<file path="src/rtl/pdl_pkg.sv">
package pdl_pkg;

    typedef enum logic {
        GRP_SHARED    = 1'b0,
        GRP_UPPER_MAX = 1'b1
    } grp_mode_e;

    function automatic int min_delay(bit split);
        return split ? 3 : 1;
    endfunction

    function automatic int max_delay(bit split, int code_w);
        return (1 << code_w) + min_delay(split) - 1;
    endfunction

endpackage

</file>
<file path="src/rtl/pdl_cfg_reg.sv">
module pdl_cfg_reg
    import pdl_pkg::*;
#(
    parameter int CODE_W = 4
) (
    input  logic              clk,
    input  logic              rst,
    input  logic [CODE_W-1:0] code_in,
    input  logic              mode_in,
    output logic [CODE_W-1:0] code_q,
    output grp_mode_e         mode_q
);

    always_ff @(posedge clk) begin
        if (rst) begin
            code_q <= '0;
            mode_q <= GRP_SHARED;
        end else begin
            code_q <= code_in;
            mode_q <= grp_mode_e'(mode_in);
        end
    end

endmodule

</file>
<file path="src/rtl/pdl_shift_chain.sv">
module pdl_shift_chain #(
    parameter int W     = 8,
    parameter int DEPTH = 18
) (
    input  logic                      clk,
    input  logic                      rst,
    input  logic [W-1:0]              d,
    output logic [DEPTH-1:0][W-1:0]   taps
);

    for (genvar s = 0; s < DEPTH; s++) begin : g_stage
        if (s == 0) begin : g_head
            always_ff @(posedge clk) begin
                if (rst) taps[0] <= '0;
                else     taps[0] <= d;
            end
        end else begin : g_body
            always_ff @(posedge clk) begin
                if (rst) taps[s] <= '0;
                else     taps[s] <= taps[s-1];
            end
        end
    end


    r2_head_capture_chk: assert property (@(posedge clk) disable iff (rst)
        1'b1 |=> taps[0] == $past(d));

endmodule

</file>
<file path="src/rtl/pdl_tap_sel.sv">
module pdl_tap_sel #(
    parameter int W      = 4,
    parameter int DEPTH  = 18,
    parameter int CODE_W = 4,
    parameter int OFFSET = 3
) (
    input  logic [DEPTH-1:0][W-1:0] taps,
    input  logic [CODE_W-1:0]       code,
    input  logic                    pin_last,
    output logic [W-1:0]            q
);

    localparam int IDX_W = (DEPTH > 1) ? $clog2(DEPTH) : 1;

    logic [IDX_W-1:0] sel;

    always_comb begin
        if (pin_last) sel = IDX_W'(DEPTH - 1);
        else          sel = IDX_W'(code) + IDX_W'(OFFSET - 1);
    end

    always_comb q = taps[sel];

endmodule

</file>
<file path="src/rtl/prog_delay_line.sv">
module prog_delay_line
    import pdl_pkg::*;
#(
    parameter int DATA_W = 8,
    parameter int CODE_W = 4,
    parameter bit SPLIT  = 1'b1
) (
    input  logic              clk,
    input  logic              rst,
    input  logic [DATA_W-1:0] data_in,
    input  logic [CODE_W-1:0] len_sel,
    input  logic              upper_fixed,
    output logic [DATA_W-1:0] data_out
);

    localparam int MIN_D = min_delay(SPLIT);
    localparam int MAX_D = max_delay(SPLIT, CODE_W);
    localparam int NGRP  = SPLIT ? 2 : 1;
    localparam int GRP_W = DATA_W / NGRP;
    localparam int AGE_W = $clog2(MIN_D + 1);

    logic [CODE_W-1:0]              code_q;
    grp_mode_e                      mode_q;
    logic [MAX_D-1:0][DATA_W-1:0]   chain_taps;
    logic [AGE_W-1:0]               age;

    pdl_cfg_reg #(.CODE_W(CODE_W)) u_cfg (
        .clk     (clk),
        .rst     (rst),
        .code_in (len_sel),
        .mode_in (upper_fixed),
        .code_q  (code_q),
        .mode_q  (mode_q)
    );

    pdl_shift_chain #(.W(DATA_W), .DEPTH(MAX_D)) u_chain (
        .clk  (clk),
        .rst  (rst),
        .d    (data_in),
        .taps (chain_taps)
    );

    for (genvar g = 0; g < NGRP; g++) begin : g_grp
        localparam bit IS_UPPER = SPLIT && (g == NGRP - 1);

        logic [MAX_D-1:0][GRP_W-1:0] grp_taps;
        logic [GRP_W-1:0]            grp_q;
        logic                        pin;

        always_comb begin
            for (int s = 0; s < MAX_D; s++) begin
                grp_taps[s] = chain_taps[s][g*GRP_W +: GRP_W];
            end
        end

        assign pin = IS_UPPER && (mode_q == GRP_UPPER_MAX);

        pdl_tap_sel #(
            .W(GRP_W), .DEPTH(MAX_D), .CODE_W(CODE_W), .OFFSET(MIN_D)
        ) u_sel (
            .taps     (grp_taps),
            .code     (code_q),
            .pin_last (pin),
            .q        (grp_q)
        );

        assign data_out[g*GRP_W +: GRP_W] = grp_q;
    end

    // edges since reset, saturating; guards the windowed checks below
    always_ff @(posedge clk) begin
        if (rst)                   age <= '0;
        else if (age < AGE_W'(MIN_D)) age <= age + 1'b1;
    end


    r8_reset_clears_out_chk: assert property (@(posedge clk)
        rst |=> data_out == '0);


    r4_r5_shortest_delay_chk: assert property (@(posedge clk) disable iff (rst)
        (age >= AGE_W'(MIN_D) && code_q == '0)
        |-> data_out[GRP_W-1:0] == $past(data_in[GRP_W-1:0], MIN_D));

    if (SPLIT) begin : g_split_chk

        r6_upper_pinned_chk: assert property (@(posedge clk) disable iff (rst)
            (age >= AGE_W'(1) && mode_q == GRP_UPPER_MAX)
            |-> data_out[DATA_W-1 -: GRP_W]
                == $past(chain_taps[MAX_D-2][DATA_W-1 -: GRP_W]));
    end

endmodule

</file>
<file path="config.mk">
export PLATFORM = sky130hd
export DESIGN_NAME = prog_delay_line
export DESIGN_NICKNAME = d
export VERILOG_FILES = /design/src/rtl/pdl_pkg.sv /design/src/rtl/pdl_cfg_reg.sv /design/src/rtl/pdl_shift_chain.sv /design/src/rtl/pdl_tap_sel.sv /design/src/rtl/prog_delay_line.sv
export SDC_FILE = /design/constraint.sdc
export NUM_CORES = 1
export LEC_CHECK = 0
export BUFFER_PORTS_ARGS = -buffer_cell sky130_fd_sc_hd__buf_2
export CAP_MARGIN = 15
export CORE_ASPECT_RATIO = 0.6
export CORE_MARGIN = 4
export CORE_UTILIZATION = 40
export DETAILED_ROUTE_END_ITERATION = 12
export SLEW_MARGIN = 5
export SYNTH_ARGS = -nofsm -noshare
export SYNTH_HDL_FRONTEND = slang
export SYNTH_SLANG_ARGS = --single-unit
export TNS_END_PERCENT = 1
</file>
<file path="constraint.sdc">
create_clock -name clk -period 2.8 [get_ports clk]
set_input_delay 0.42 -clock clk [delete_from_list [all_inputs] [get_ports clk]]
set_output_delay 0.42 -clock clk [all_outputs]
set_load 0.02 [all_outputs]
</file>
* Word-level counts from Yosys, hierarchy flattened *
Index checks and enable logic that the tools add are counted.

operators by class
  add/sub/neg operators = 1
  multiplexer cells = 5
  $lt $le $gt $ge = 2

operator list
  kind                   count
  $bmux W4 S5            2
  $lt A5 B6 Y1 const B   2
  $mux W4                2
  $add A4 B2 Y5 const B  1
  $mux W5                1

word-level totals
  flip-flop bits (word level) = 149
  output and inout bits = 8
  logic and storage cells = 28
  bits of input ports = 15

* Longest topological paths before layout *
  depth after elaboration = 4
  gate-level depth with buffers = 6
  mapped depth without buffers = 5

* Modules after synthesis *
A second synthesis with hierarchy kept.

second synthesis, totals
  cell total of the unflattened synthesis = 499
  area total of the unflattened synthesis = 5,569.1 µm²

by module, submodules not included
  module           times used  area each (µm²)  cells each  seq. area each (µm²)
  pdl_shift_chain  1           4,050.1          304         2,882.8
  pdl_tap_sel      2           691.9            92          0.0
  pdl_cfg_reg      1           131.4            10          100.1
  prog_delay_line  1           3.8              1           0.0

* Least setup slack after synthesis *
Ideal clock, no wire load.

  path kind = register to output
  start point = register u_cfg.code_q[1]
  end point = output port data_out[4]
  required time = 2,380 ps
  path slack = 702 ps
  buffers on the path = 2
  arrival = 1,678 ps
  cell stages (with the launch flop) = 7
  cells stage by stage = dfxtp_1 ha_1 clkbuf_2 buf_2 nor4_2 o21ai_1 a311o_1

on the way
  word-level cells in the longest chain between the ends = 4

ends and longest elaborated chain
  what                           RTL line               RTL
  start, declared                pdl_cfg_reg.sv:10      output logic [CODE_W-1:0] code_q,
  start signal, assigned         pdl_cfg_reg.sv:19      code_q <= code_in;
  $add A4 B2 Y5                  pdl_tap_sel.sv:19      else sel = IDX_W'(code) + IDX_W'(OFFSET - 1);
  $mux W5                        pdl_tap_sel.sv:18      if (pin_last) sel = IDX_W'(DEPTH - 1);
  $bmux W4 S5                    pdl_tap_sel.sv:22      always_comb q = taps[sel];
  $mux W4 (not written as such)  pdl_tap_sel.sv:22
  end, declared                  prog_delay_line.sv:13  output logic [DATA_W-1:0] data_out

No other way between the ends. The select of a mux whose other input is x is not followed.

* Worst setup path after layout *
  start point = register u_cfg.code_q[0]
  end point = output port data_out[4]

Same word-level chain as after synthesis.

==> results.sh <==
export IMPL_avgRoutedWirePerCell_um=15.3
export IMPL_synth_compound_area_share_pct=6.94
export IMPL_fillers=1195
export IMPL_die_h_um=97.9
export IMPL_antenna_cells=0
export IMPL_drt_iter0_markers=174
export IMPL_syn_to_final_growth_pct=16.8
export IMPL_cts_root_buf="clkbuf_16"
export IMPL_crit_fanout=17
export IMPL_clk_pin_slew_ns=0.06
export IMPL_hpwl_um=6510
export IMPL_timing_hold_ws_ns=0.213
export IMPL_cap_violations=0
export IMPL_post_drt_via_cell_ratio=4.89
export IMPL_postSynthCellCount=454
export IMPL_grt_usage_pct=14.2
export IMPL_ios=23
export IMPL_skew_ns=0.00937
export IMPL_synth_edf_count=0
export IMPL_critPathCaptureType="output pin"
export IMPL_synth_top_family_by_area="simple AND/OR/NAND/NOR gates"
export IMPL_nets=492
export IMPL_setup_violations=0
export IMPL_synth_fa_ha_area_share_pct=0.232
export IMPL_multiInputGateArea_um2=2250
export IMPL_crit_type="flip-flop to output pin"
export IMPL_seqPwrFrac_pct=46.2
export IMPL_min_path_type="primary input to flip-flop"
export IMPL_fp_dieW_um=158
export IMPL_synthArstFlopShare_pct=0
export IMPL_cts_sinks=149
export IMPL_min_period_over_period_pct=95.3
export IMPL_yosys_area_share_simple_pct=20.9
export IMPL_hold_viol_final=0
export IMPL_core_um2=13000
export IMPL_syn_nets=470
export IMPL_synth_seq_area_share_pct=55.4
export IMPL_grt_max_degree=81
export IMPL_yosys_warnings=0
export IMPL_maxSlewHeadroom_pct=60.6
export IMPL_wl_um=10100
export IMPL_crit_arrival_ns=2.25
export IMPL_routabilityCongestion=0.848
export IMPL_status="completed"
export IMPL_rows=32
export IMPL_synth_mux_area_share_pct=13.1
export IMPL_ctsLongestPathBuffers=2
export IMPL_vias=3219
export IMPL_tightestPinTransition_ns=0.591
export IMPL_grt_pass1_wl_um=17100
export IMPL_sw_frac_of_total_pct=21.6
export IMPL_yosysUniqueCellTypes=49
export IMPL_synth_area_um2=5390
export IMPL_synth_xor_area_share_pct=0
export IMPL_design_die_area_um2=15500
export IMPL_layout_drive_gt1_share_pct=20.7
export IMPL_postLayoutCoreUtil_pct=48.4
export IMPL_cts_hold_buf=0
export IMPL_avgSynthCellArea_um2=11.9
export IMPL_cts_htree_levels=4
export IMPL_initial_utilization_pct=41.4
export IMPL_layout_cells_non_filler=658
export IMPL_fmax_mhz=375
export IMPL_clockPowerShare_pct=48.7
export IMPL_grt_pass1_vias=3264
export IMPL_seqCellArea_um2=2990
export IMPL_start_kind="flip-flop"
export IMPL_p_int_mw=3.67
export IMPL_slew_violations=0
export IMPL_p_switching_mw=1.01
export IMPL_leakage_nw=2.41
export IMPL_power_density_nw_per_um2=743
export IMPL_synth_seq_cells=149
export IMPL_dp_cells=626
export IMPL_synth_ff_type="dfxtp_1"
export IMPL_vdd_drop_max_mv=0.311
export IMPL_critPathRequiredTime_ns=2.38
export IMPL_drtAntennaViolNets=0
export IMPL_gr_total_overflow=0
export IMPL_clk_latency_ns=0.41
export IMPL_drt_pass1_iter_count=5
export IMPL_p_comb_share_pct=5.1
export IMPL_cts_buffers=17
export IMPL_drc=0
export IMPL_antenna_found_initial=0
export IMPL_numPortBuffers=22
export IMPL_finalCriticalPeriod_ns=2.67
export IMPL_grt_setup_unrepaired="true"
export IMPL_cts_tree="done"
-- sequential cells by signal, indices dropped and copies added, names as in the netlist --
name	count
u_cfg.code_q	4
u_cfg.mode_q	1
u_chain.taps	144
-- power groups by stage --
stage	sequential (mW)	clock [mW]	combinational, mW
after floorplan	2.20	0	0.180
after global placement	2.21	0	0.231
after detailed placement	2.21	0	0.234
after CTS	2.16	2.33	0.236
after global routing	2.16	2.43	0.260
final	2.16	2.27	0.238
-- worst paths after layout --
path                          from                to  slack [ns]  cells past startpoint
hold / removal          data_in[1]   u_chain.taps[1]        0.21                      2
hold reg to reg   u_chain.taps[73]  u_chain.taps[81]        0.46                      1
setup / recovery   u_cfg.code_q[0]       data_out[4]        0.13                      6
setup reg to reg  u_chain.taps[62]  u_chain.taps[70]        2.19                      1
-- worst max-delay path, stage by stage (launching register included) --
cell	delay, ns
dfxtp_4	0.46
buf_4	0.28
or2b_1	0.25
o21bai_1	0.32
a22o_1	0.20
a311o_1	0.14
buf_2	0.18
-- logic make-up (layout without fill, tap and decap cells) --
group,Yosys count,in the layout
simple gates,179,179
buf+inv,32,66
fa+ha+maj,1,1
compound gates,50,50
mux,43,43
flops,149,149
-- final cells by class --
type	instances	share of cell area (%)
clock buffers	19	7.04
clock inverters	12	2.49
inverters	1	0.0596
multi-input cells	273	35.7
flip-flops and latches	149	47.5
well taps	170	3.38
repair buffers	34	3.82
-- metrics by stage --
stage	total power [mW]	setup slack (ns)	setup TNS (ns)	instance area, µm²
after floorplan	2.38	0.702	0	5390
after global placement	2.44	0.380	0	5650
after detailed placement	2.44	0.344	0	5650
after CTS	4.73	0.0193	0	6260
after global routing	4.85	-0.0128	-0.0170	6290
final	4.67	0.132	0	6290
-- synthesized netlist by cell type (4+ instances only) --
library cell | n | area share, %
and2_1 | 4 | 0.46
a21oi_1 | 7 | 0.65
dfxtp_1 | 149 | 55
nor2b_1 | 155 | 18
mux2_2 | 6 | 1.3
o22ai_1 | 5 | 0.58
nor2_1 | 4 | 0.28
mux2i_1 | 15 | 2.8
o21ai_1 | 5 | 0.46
buf_2 | 7 | 0.65
o22a_1 | 5 | 0.81
clkbuf_1 | 16 | 1.1
mux4_2 | 17 | 7.1
-- cell usage in the layout (no fill, tap or decap), types with 3 or more instances in the layout --
| cell | instances |
|---|---|
| buf_2 | 21 |
| clkinv_4 | 3 |
| mux2i_1 | 15 |
| o21ai_1 | 5 |
| a211o_1 | 3 |
| a21oi_1 | 5 |
| a22o_1 | 3 |
| nor2_1 | 4 |
| nor2b_1 | 155 |
| and2_1 | 4 |
| bufinv_16 | 3 |
| o22ai_1 | 5 |
| mux4_2 | 18 |
| clkinvlp_4 | 4 |
| dfxtp_1 | 147 |
| a22oi_1 | 3 |
| mux2_2 | 6 |
| a221oi_1 | 3 |
| o22a_1 | 5 |
| buf_12 | 3 |
| clkbuf_16 | 17 |
| buf_4 | 10 |
-- per-layer routing --
layer / track usage, % / up-vias / share of wire [%]
li1: - / 1606 / -
met1: 21.0 / 1549 / 54
met2: 19.1 / 49 / 42
met3: 4.92 / 15 / 3.6
met4: 4.82 / 0 / 1.3
met5: 0 / - / 0
-- timing repair --
item	CTS	global route
setup buffers	0	1
gates cloned	0	0
gates resized for setup	2	9
endpoints found under the setup margin	4	7
pin swaps	0	1
Note: power is estimated with default switching activity, not from simulation.
